$ cat config.mk
export PLATFORM = sky130hd
export DESIGN_NAME = hw_fetch_window
export DESIGN_NICKNAME = d
export VERILOG_FILES = /design/src/rtl/hw_fetch_pkg.sv /design/src/rtl/hw_fetch_ctrl.sv /design/src/rtl/hw_fetch_pc.sv /design/src/rtl/hw_fetch_shift.sv /design/src/rtl/hw_fetch_window.sv
export SDC_FILE = /design/constraint.sdc
export NUM_CORES = 1
export LEC_CHECK = 0
export BUFFER_PORTS_ARGS = -buffer_cell sky130_fd_sc_hd__buf_2
export CAP_MARGIN = 10
export CORE_ASPECT_RATIO = 1.1
export CORE_MARGIN = 3
export CORE_UTILIZATION = 35
export DETAILED_ROUTE_END_ITERATION = 7
export SLEW_MARGIN = 10
export SYNTH_ARGS = -nofsm -noshare
export SYNTH_HDL_FRONTEND = slang
export SYNTH_SLANG_ARGS = --single-unit
export TNS_END_PERCENT = 10
$ cat constraint.sdc
create_clock -name clk -period 2.9 [get_ports clk]
set_input_delay 0.29 -clock clk [delete_from_list [all_inputs] [get_ports clk]]
set_output_delay 0.29 -clock clk [all_outputs]
set_load 0.01 [all_outputs]
$ cat src/rtl/hw_fetch_pkg.sv
package hw_fetch_pkg;

    localparam logic [15:0] NOP_HALF = 16'h0001;

    typedef enum logic [1:0] {
        REQ_NONE = 2'd0,
        REQ_REL  = 2'd1,
        REQ_ABS  = 2'd2,
        REQ_RSVD = 2'd3
    } req_e;

    typedef enum logic [1:0] {
        ACT_SHIFT  = 2'd0,
        ACT_SQUASH = 2'd1,
        ACT_BRANCH = 2'd2,
        ACT_JUMP   = 2'd3
    } act_e;

    function automatic logic [15:0] swap_bytes(input logic [15:0] h);
        return {h[7:0], h[15:8]};
    endfunction

endpackage

$ cat src/rtl/hw_fetch_ctrl.sv
module hw_fetch_ctrl
    import hw_fetch_pkg::*;
#(
    parameter int PC_W = 16
) (
    input  logic            clk,
    input  logic            rst,
    input  logic [1:0]      req_i,
    input  logic            long_i,
    input  logic [PC_W-1:0] pc_i,
    input  logic [PC_W-1:0] target_i,
    output act_e            act_o
);

    act_e stream_act;

    always_comb begin
        stream_act = long_i ? ACT_SQUASH : ACT_SHIFT;
    end

    always_comb begin
        unique case (req_e'(req_i))
            REQ_REL:  act_o = ACT_BRANCH;
            REQ_ABS:  act_o = (pc_i != target_i) ? ACT_JUMP : stream_act;
            REQ_NONE: act_o = stream_act;
            REQ_RSVD: act_o = stream_act;
            default:  act_o = stream_act;
        endcase
    end

    // a redirect outranks the squash of a 32-bit trailing halfword
    a_r9_redirect_wins: assert property (@(posedge clk) disable iff (rst)
        (long_i && req_i == 2'd1) |-> (act_o == ACT_BRANCH));

    // unused request codes never redirect
    a_r8_no_redirect: assert property (@(posedge clk) disable iff (rst)
        (req_i == 2'd0 || req_i == 2'd3) |-> (act_o == ACT_SHIFT || act_o == ACT_SQUASH));

endmodule

$ cat src/rtl/hw_fetch_pc.sv
module hw_fetch_pc
    import hw_fetch_pkg::*;
#(
    parameter int PC_W  = 16,
    parameter int OFF_W = 8
) (
    input  logic             clk,
    input  logic             rst,
    input  act_e             act_i,
    input  logic [OFF_W-1:0] offset_i,
    input  logic [PC_W-1:0]  target_i,
    output logic [PC_W-1:0]  pc_o
);

    localparam logic [PC_W-1:0] PC_ONE = PC_W'(1);

    logic [PC_W-1:0] pc_q;
    logic [PC_W-1:0] off_ext;

    always_comb begin
        off_ext = PC_W'($signed(offset_i));
    end

    always_ff @(posedge clk) begin
        if (rst) begin
            pc_q <= '0;
        end else begin
            unique case (act_i)
                ACT_SHIFT:  pc_q <= pc_q + PC_ONE;
                ACT_SQUASH: pc_q <= pc_q + PC_ONE;
                ACT_BRANCH: pc_q <= pc_q + off_ext - PC_ONE;
                ACT_JUMP:   pc_q <= target_i;
                default:    pc_q <= pc_q + PC_ONE;
            endcase
        end
    end

    assign pc_o = pc_q;

    // normal fetching steps by one halfword
    a_r5_pc_step: assert property (@(posedge clk) disable iff (rst)
        (act_i == ACT_SHIFT || act_i == ACT_SQUASH) |=> (pc_q == $past(pc_q) + PC_ONE));

    // an absolute jump lands on the requested target
    a_r7_jump_load: assert property (@(posedge clk) disable iff (rst)
        (act_i == ACT_JUMP) |=> (pc_q == $past(target_i)));

endmodule

$ cat src/rtl/hw_fetch_shift.sv
module hw_fetch_shift
    import hw_fetch_pkg::*;
(
    input  logic        clk,
    input  logic        rst,
    input  act_e        act_i,
    input  logic [15:0] rdata_i,
    output logic [31:0] win_o
);

    logic [15:0] upper_q;
    logic [15:0] lower_q;
    logic [15:0] incoming;

    always_comb begin
        incoming = swap_bytes(rdata_i);
    end

    always_ff @(posedge clk) begin
        if (rst) begin
            upper_q <= NOP_HALF;
            lower_q <= NOP_HALF;
        end else begin
            unique case (act_i)
                ACT_SHIFT: begin
                    upper_q <= lower_q;
                    lower_q <= incoming;
                end
                ACT_SQUASH: begin
                    upper_q <= NOP_HALF;
                    lower_q <= incoming;
                end
                ACT_BRANCH, ACT_JUMP: begin
                    upper_q <= NOP_HALF;
                    lower_q <= NOP_HALF;
                end
                default: begin
                    upper_q <= lower_q;
                    lower_q <= incoming;
                end
            endcase
        end
    end

    assign win_o = {upper_q, lower_q};

    // the lower half advances into the upper half
    a_r2_advance: assert property (@(posedge clk) disable iff (rst)
        (act_i == ACT_SHIFT) |=> (win_o[31:16] == $past(win_o[15:0])));

    // new halfword enters with its bytes exchanged
    a_r3_swap: assert property (@(posedge clk) disable iff (rst)
        (act_i == ACT_SHIFT || act_i == ACT_SQUASH) |=>
        (win_o[7:0] == $past(rdata_i[15:8]) && win_o[15:8] == $past(rdata_i[7:0])));

    // trailing half of a long instruction is replaced by a NOP
    a_r4_squash_nop: assert property (@(posedge clk) disable iff (rst)
        (act_i == ACT_SQUASH) |=> (win_o[31:16] == 16'h0001));

    // a redirect refills the whole window with NOPs
    a_r6_refill: assert property (@(posedge clk) disable iff (rst)
        (act_i == ACT_BRANCH || act_i == ACT_JUMP) |=> (win_o == 32'h0001_0001));

endmodule

$ cat src/rtl/hw_fetch_window.sv
module hw_fetch_window
    import hw_fetch_pkg::*;
#(
    parameter int PC_W  = 16,
    parameter int OFF_W = 8
) (
    input  logic             clk,
    input  logic             rst,
    input  logic [15:0]      imem_rdata,
    input  logic [1:0]       redir_req,
    input  logic [OFF_W-1:0] redir_offset,
    input  logic [PC_W-1:0]  redir_target,
    output logic [PC_W-1:0]  imem_addr,
    output logic [31:0]      fetch_win
);

    act_e            act;
    logic [PC_W-1:0] pc;
    logic [31:0]     win;

    hw_fetch_ctrl #(.PC_W(PC_W)) u_ctrl (
        .clk      (clk),
        .rst      (rst),
        .req_i    (redir_req),
        .long_i   (win[31]),
        .pc_i     (pc),
        .target_i (redir_target),
        .act_o    (act)
    );

    hw_fetch_pc #(.PC_W(PC_W), .OFF_W(OFF_W)) u_pc (
        .clk      (clk),
        .rst      (rst),
        .act_i    (act),
        .offset_i (redir_offset),
        .target_i (redir_target),
        .pc_o     (pc)
    );

    hw_fetch_shift u_shift (
        .clk     (clk),
        .rst     (rst),
        .act_i   (act),
        .rdata_i (imem_rdata),
        .win_o   (win)
    );

    assign imem_addr = pc;
    assign fetch_win = win;

    // the reset state is address zero and an all-NOP window
    a_r1_reset_state: assert property (@(posedge clk)
        rst |=> (imem_addr == '0 && fetch_win == 32'h0001_0001));

endmodule

# Word-level counts from Yosys, hierarchy flattened
# Cells that the tools add are included.
[classes] eq_ne=7 muxes=6 addsub=3 n_reduce_logical=6
[op_table] op="16-bit case mux with 2 select lines" count=2
[op_table] op="16-bit case mux with 3 select lines" count=1
[op_table] op="16-bit by 1-bit adder with 16-bit output (second input constant)" count=1
[op_table] op="16-bit adder" count=1
[op_table] op="16-bit != test" count=1
[op_table] op="16-bit by 1-bit subtractor with 16-bit output (second input constant)" count=1
[op_table] op="2-bit == test (second input constant)" count=4
[op_table] op="2-bit case mux with 3 select lines" count=1
[op_table] op="2-bit OR reduction" count=3
[op_table] op="2-bit by 1-bit == test with 1-bit output (second input constant)" count=2
[op_table] op="2-bit logical NOT" count=2
[op_table] op="3-bit OR reduction" count=1
[op_table] op="2-bit two-way mux" count=1
[op_table] op="1-bit two-way mux" count=1
[totals] register_bits=48 word_cells=25 inputBits=44

# Logic depth before layout (Yosys ltp)
[logic_depth] depth_word=6 mapped_depth=13

# By module
# A second synthesis with hierarchy kept.
[hier_totals] hier_cells=364 area_unflattened_um2=3088.0
[by_module_without_submodules] module="hw_fetch_pc" cells_each=264 instances=1 area_per_inst_um2=1923.1 seq_area_each_um2=320.3
[by_module_without_submodules] module="hw_fetch_shift" cells_each=71 instances=1 area_per_inst_um2=928.4 seq_area_each_um2=640.6
[by_module_without_submodules] module="hw_fetch_ctrl" cells_each=29 instances=1 area_per_inst_um2=236.5 seq_area_each_um2=0.0

# Least setup slack after synthesis
# No wires, ideal clock.
[synth_path] path_kind="reg2reg" from="register u_pc.pc_q[1], in the netlist u_pc.pc_o[1]" to="register u_pc.pc_q[13], in the netlist u_pc.pc_o[13]" t_arrival_ps=2602 setup_ps=88 path_buffers=0 stages_incl_launch_ff=12 synth_period_minus_slack_ps=2690 setup_slack_ps=210 path_cell_list="dfxtp_1 > inv_1 > ha_1 > inv_1 > ha_1 > fa_1 > a211oi_1 > o21ai_0 > nand3b_1 > a21oi_2 > mux2_4 > a311oi_2"
[synth_between] elab_chain_len=6
[synth_rtl] item="start, declared" line="hw_fetch_pc.sv:17" rtl="logic [PC_W-1:0] pc_q;"
[synth_rtl] item="start signal, assigned" line="hw_fetch_pc.sv:29" rtl="ACT_SHIFT: pc_q <= pc_q + PC_ONE;"
[synth_rtl] item="start signal, assigned" line="hw_fetch_pc.sv:30" rtl="ACT_SQUASH: pc_q <= pc_q + PC_ONE;"
[synth_rtl] item="start signal, assigned" line="hw_fetch_pc.sv:31" rtl="ACT_BRANCH: pc_q <= pc_q + off_ext - PC_ONE;"
[synth_rtl] item="branches (longest 5 deep; another with 16-bit adder)"
[synth_rtl] item="16-bit case mux with 3 select lines (*)" line="hw_fetch_pc.sv:28" rtl="unique case (act_i)"
# Mark *: on every way between the ends.
# A chain may end at the register's enable or synchronous reset.

# Final worst setup path
[layout_path] from="register u_pc.pc_q[12], in the netlist u_pc.pc_o[12]" to="register u_pc.pc_q[14], in the netlist u_pc.pc_o[14]"
# The elaborated chain is that of the path after synthesis.

==> summary.md <==
| Metric | Value |
|---|---|
| Root buffer cell | `clkbuf_8` |
| Syn Area/Cell | `roughly 8.6 um^2` |
| Flop2flop setup slack | `between 100 and 150 ps` |
| DIE WIDTH | `98.05 um` |
| Vias in the first global route | `roughly 2,800` |
| Clock power share | `about 18%` |
| Core Footprint | `roughly 9000 um^2` |
| Switching power total | `0.9510 mW` |
| Status | `complete, no violations` |
| Clk sinks | `48` |
| Internal power | `around 1.5 mW` |
| Netlist cell types | `50` |
| Sequential-to-total area share from yosys stat | `29.46%` |
| Fraction of layout instances using a drive strength above 1 | `30.80%` |
| DR vias | `between 2,000 and 3,000` |
| I/O Pins | `92` |
| P_leak | `between 1.5 and 2 nW` |
| Area of the multi-input gates | `2026 um^2` |
| Final period util | `95.85%` |
| CTS max path bufs | `2` |
| H-tree depth | `2` |
| Area Overhead vs Synth | `24.70%` |
| Pre-CTS WS | `between 40 and 50 ps` |
| Fin Setup TNS | `0 ps` |
| I/O Buffers | `between 90 and 100` |
| CTS Buf Count | `5` |
| Combinational share of power | `a little over 50%` |
| WL final | `7949 um` |
| Initial Utilization | `between 30% and 40%` |
| TritonCTS clock tree | `done` |
| Power Density | `~600 nW/um^2` |
| Via/cell ratio | `roughly 4.7` |
| Ys async rst share | `0%` |
| Area of the die | `10,520 um^2` |
| CP Capture Type | `flop` |
| Synth top area cells | `dfxtp_1 29%, ha_1 13%, xnor2_1 9.7%, inv_1 6.6%, and2_1 5.8%` |
| RSZ-0062 raised after global routing | `false` |
| Hold Fails Final Rpt | `0` |
| Worst-margin pin slew | `between 500 and 600 ps` |
| Ys Warns | `0` |
| DRC Markers | `0` |
| Global-route wire length before repair | `around 13,000 um` |
| Pwr Total | `2.435 mW` |
| Initial antenna violation count | `0` |
| Max Cap Viol | `0` |
| VDD IR-drop max | `0.2587 mV` |
| Register Area | `about 960 um^2` |
| Worst Path Arrival | `~3000 ps` |
| Mapped Nets | `458` |
| Worst Skew | `approximately 12 ps` |
| Slew margin rel. | `between 60% and 70%` |
| Setup ws final | `~120 ps` |
| Sequential Power Share | `a little under a third` |
| Grt total ovfl | `0` |
| CTS clk-pin slew, worst paths | `100 ps` |
| Sw Share | `roughly 39%` |
| Largest net degree at the start of global routing | `19` |
| # fillers | `869` |
| Hold_buf cts | `0` |
| Row cnt | `36` |
| Final Net Count | `about 570` |
| Finished Cell Area | `4068 um^2` |
| Post-route minimum period | `~2800 ps` |
| RePlAce Congestion | `between 0.8 and 0.9` |
| Critical path class | `reg -> reg` |
| Post-DP Area | `3964 um^2` |
| Final hold slack | `approximately 170 ps` |
| Netlist Area Pre-Place | `between 3000 and 4000 um^2` |
| Worst Setup Start Kind | `flop` |
| Ys flop type | `dfxtp_1` |
| Post-route ant nets | `0` |
| DR pass1 iterations | `4` |
| WL per Instance | `between 10 and 15 um` |
| #FFs+latches synth | `48` |
| Hold Crit Class | `in -> reg` |
| Mapped Cells | `roughly 380` |
| Gr usage total | `around 15%` |
| Post-synth EDFFs | `0` |
| Diode count | `0` |
| DIE HEIGHT | `between 100 and 150 um` |
| Initial DRC Count | `99` |
| Worst skew pair latency | `about 310 ps` |
| CP max FO | `8` |
| Final Setup Violations | `0` |
| Largest area contributor in the netlist | `dfxtp_1` |
| Area share of the largest cell type after synthesis | `slightly below 30%` |
| Detailed placement HPWL | `~6500 um` |
| CP Data Required Time | `3110 ps` |
| F_max | `around 360 MHz` |
| Slew Limit Fails | `0` |
-- synth_stat cells, types with 5 or more instances --
cell	n
nor2_1	27
a211oi_1	6
clkbuf_1	8
nand2b_1	5
and2_1	30
inv_1	57
nand3_1	11
dfxtp_1	48
nor3_1	7
ha_1	34
a211oi_2	8
o21ai_0	6
a22oi_1	11
xnor2_1	36
a21oi_1	9
nand4_1	5
nand2_1	19
-- worst max-delay path, stage by stage (launching register included) --
cell	delay [ps]
dfxtp_1	490
inv_1	110
ha_1	290
inv_1	40
ha_1	380
a21oi_1	160
nand2_1	80
a41o_1	210
a221oi_2	320
mux2_1	370
a311oi_2	230
-- routing by layer --
metal,up-vias,GRT usage (%),routed length (um)
met5,-,0,0
met4,0,4.748,157
met3,12,2.203,281
met2,57,26.02,3863
met1,1277,19.93,3646
li1,1484,-,-
-- worst paths after layout --
| kind | startpoint | end | depth (start not counted) |
|---|---|---|---|
| worst max register to register | u_pc.pc_o[12]$_SDFF_PP0_ | u_pc.pc_o[14]$_SDFF_PP0_ | 10 |
| worst max-delay path | u_pc.pc_o[12]$_SDFF_PP0_ | u_pc.pc_o[14]$_SDFF_PP0_ | 10 |
| worst min-delay path | imem_rdata[8] | u_shift.lower_q[0]$_SDFF_PP1_ | 2 |
| worst min register to register | u_shift.lower_q[0]$_SDFF_PP1_ | u_shift.upper_q[0]$_SDFF_PP1_ | 1 |
-- cell type report --
class	instances	share of cell area, %
clock buffers	6	2.030
clock inverters	2	0.3384
repair buffers	114	15.44
flip-flops and latches	48	23.62
inverters	57	5.260
multi-input cells	260	49.80
well taps	114	3.507
-- cell usage in the layout, fill, tap and decap left out, drive strengths merged, types with 5 or more instances in the layout --
| cell | netlist | layout |
|---|---|---|
| nand4 | 5 | 5 |
| xnor2 | 36 | 36 |
| inv | 57 | 58 |
| a21o | 5 | 5 |
| a211oi | 14 | 14 |
| buf | 6 | 114 |
| ha | 34 | 34 |
| dfxtp | 48 | 48 |
| and2 | 31 | 31 |
| a22oi | 11 | 11 |
| nand2 | 19 | 19 |
| a21oi | 12 | 12 |
| nand3 | 11 | 11 |
| nor2 | 28 | 28 |
| clkbuf | 8 | 6 |
| nor3 | 7 | 7 |
| o21ai | 9 | 9 |
| nand2b | 5 | 5 |
-- registers in the layout (all words and copies together) (netlist names) --
register         count
u_pc.pc_o           16
u_shift.lower_q     16
u_shift.upper_q     16
-- repair_timing --
item,4_1_cts,5_1_grt
resized for setup,0,2
endpoints found under the setup margin,0,6
setup buffers,0,0
-- metrics by stage --
stage / util [%] / std cells
floorplan: - / 379
global placement: 44.22 / 593
detailed placement: 44.22 / 593
CTS: 45.30 / 601
global route: 45.38 / 601
finish: 45.38 / 601
-- logic make-up after synthesis --
group | synth area share, %
simple gates | 17.91
buf+inv | 8.937
compound gates | 17.61
flops | 29.46
xor+xnor | 10.20
fa+ha+maj | 13.66
mux | 2.224
-- power groups by stage --
stage	Clock, mW	Combinational, mW	Sequential (mW)
detailed placement	0	1.22	0.784
global placement	0	1.21	0.784
finish	0.437	1.23	0.768
floorplan	0	0.854	0.818
global route	0.481	1.37	0.779
CTS	0.463	1.23	0.769
Note: power is estimated with default switching activity, not from simulation.
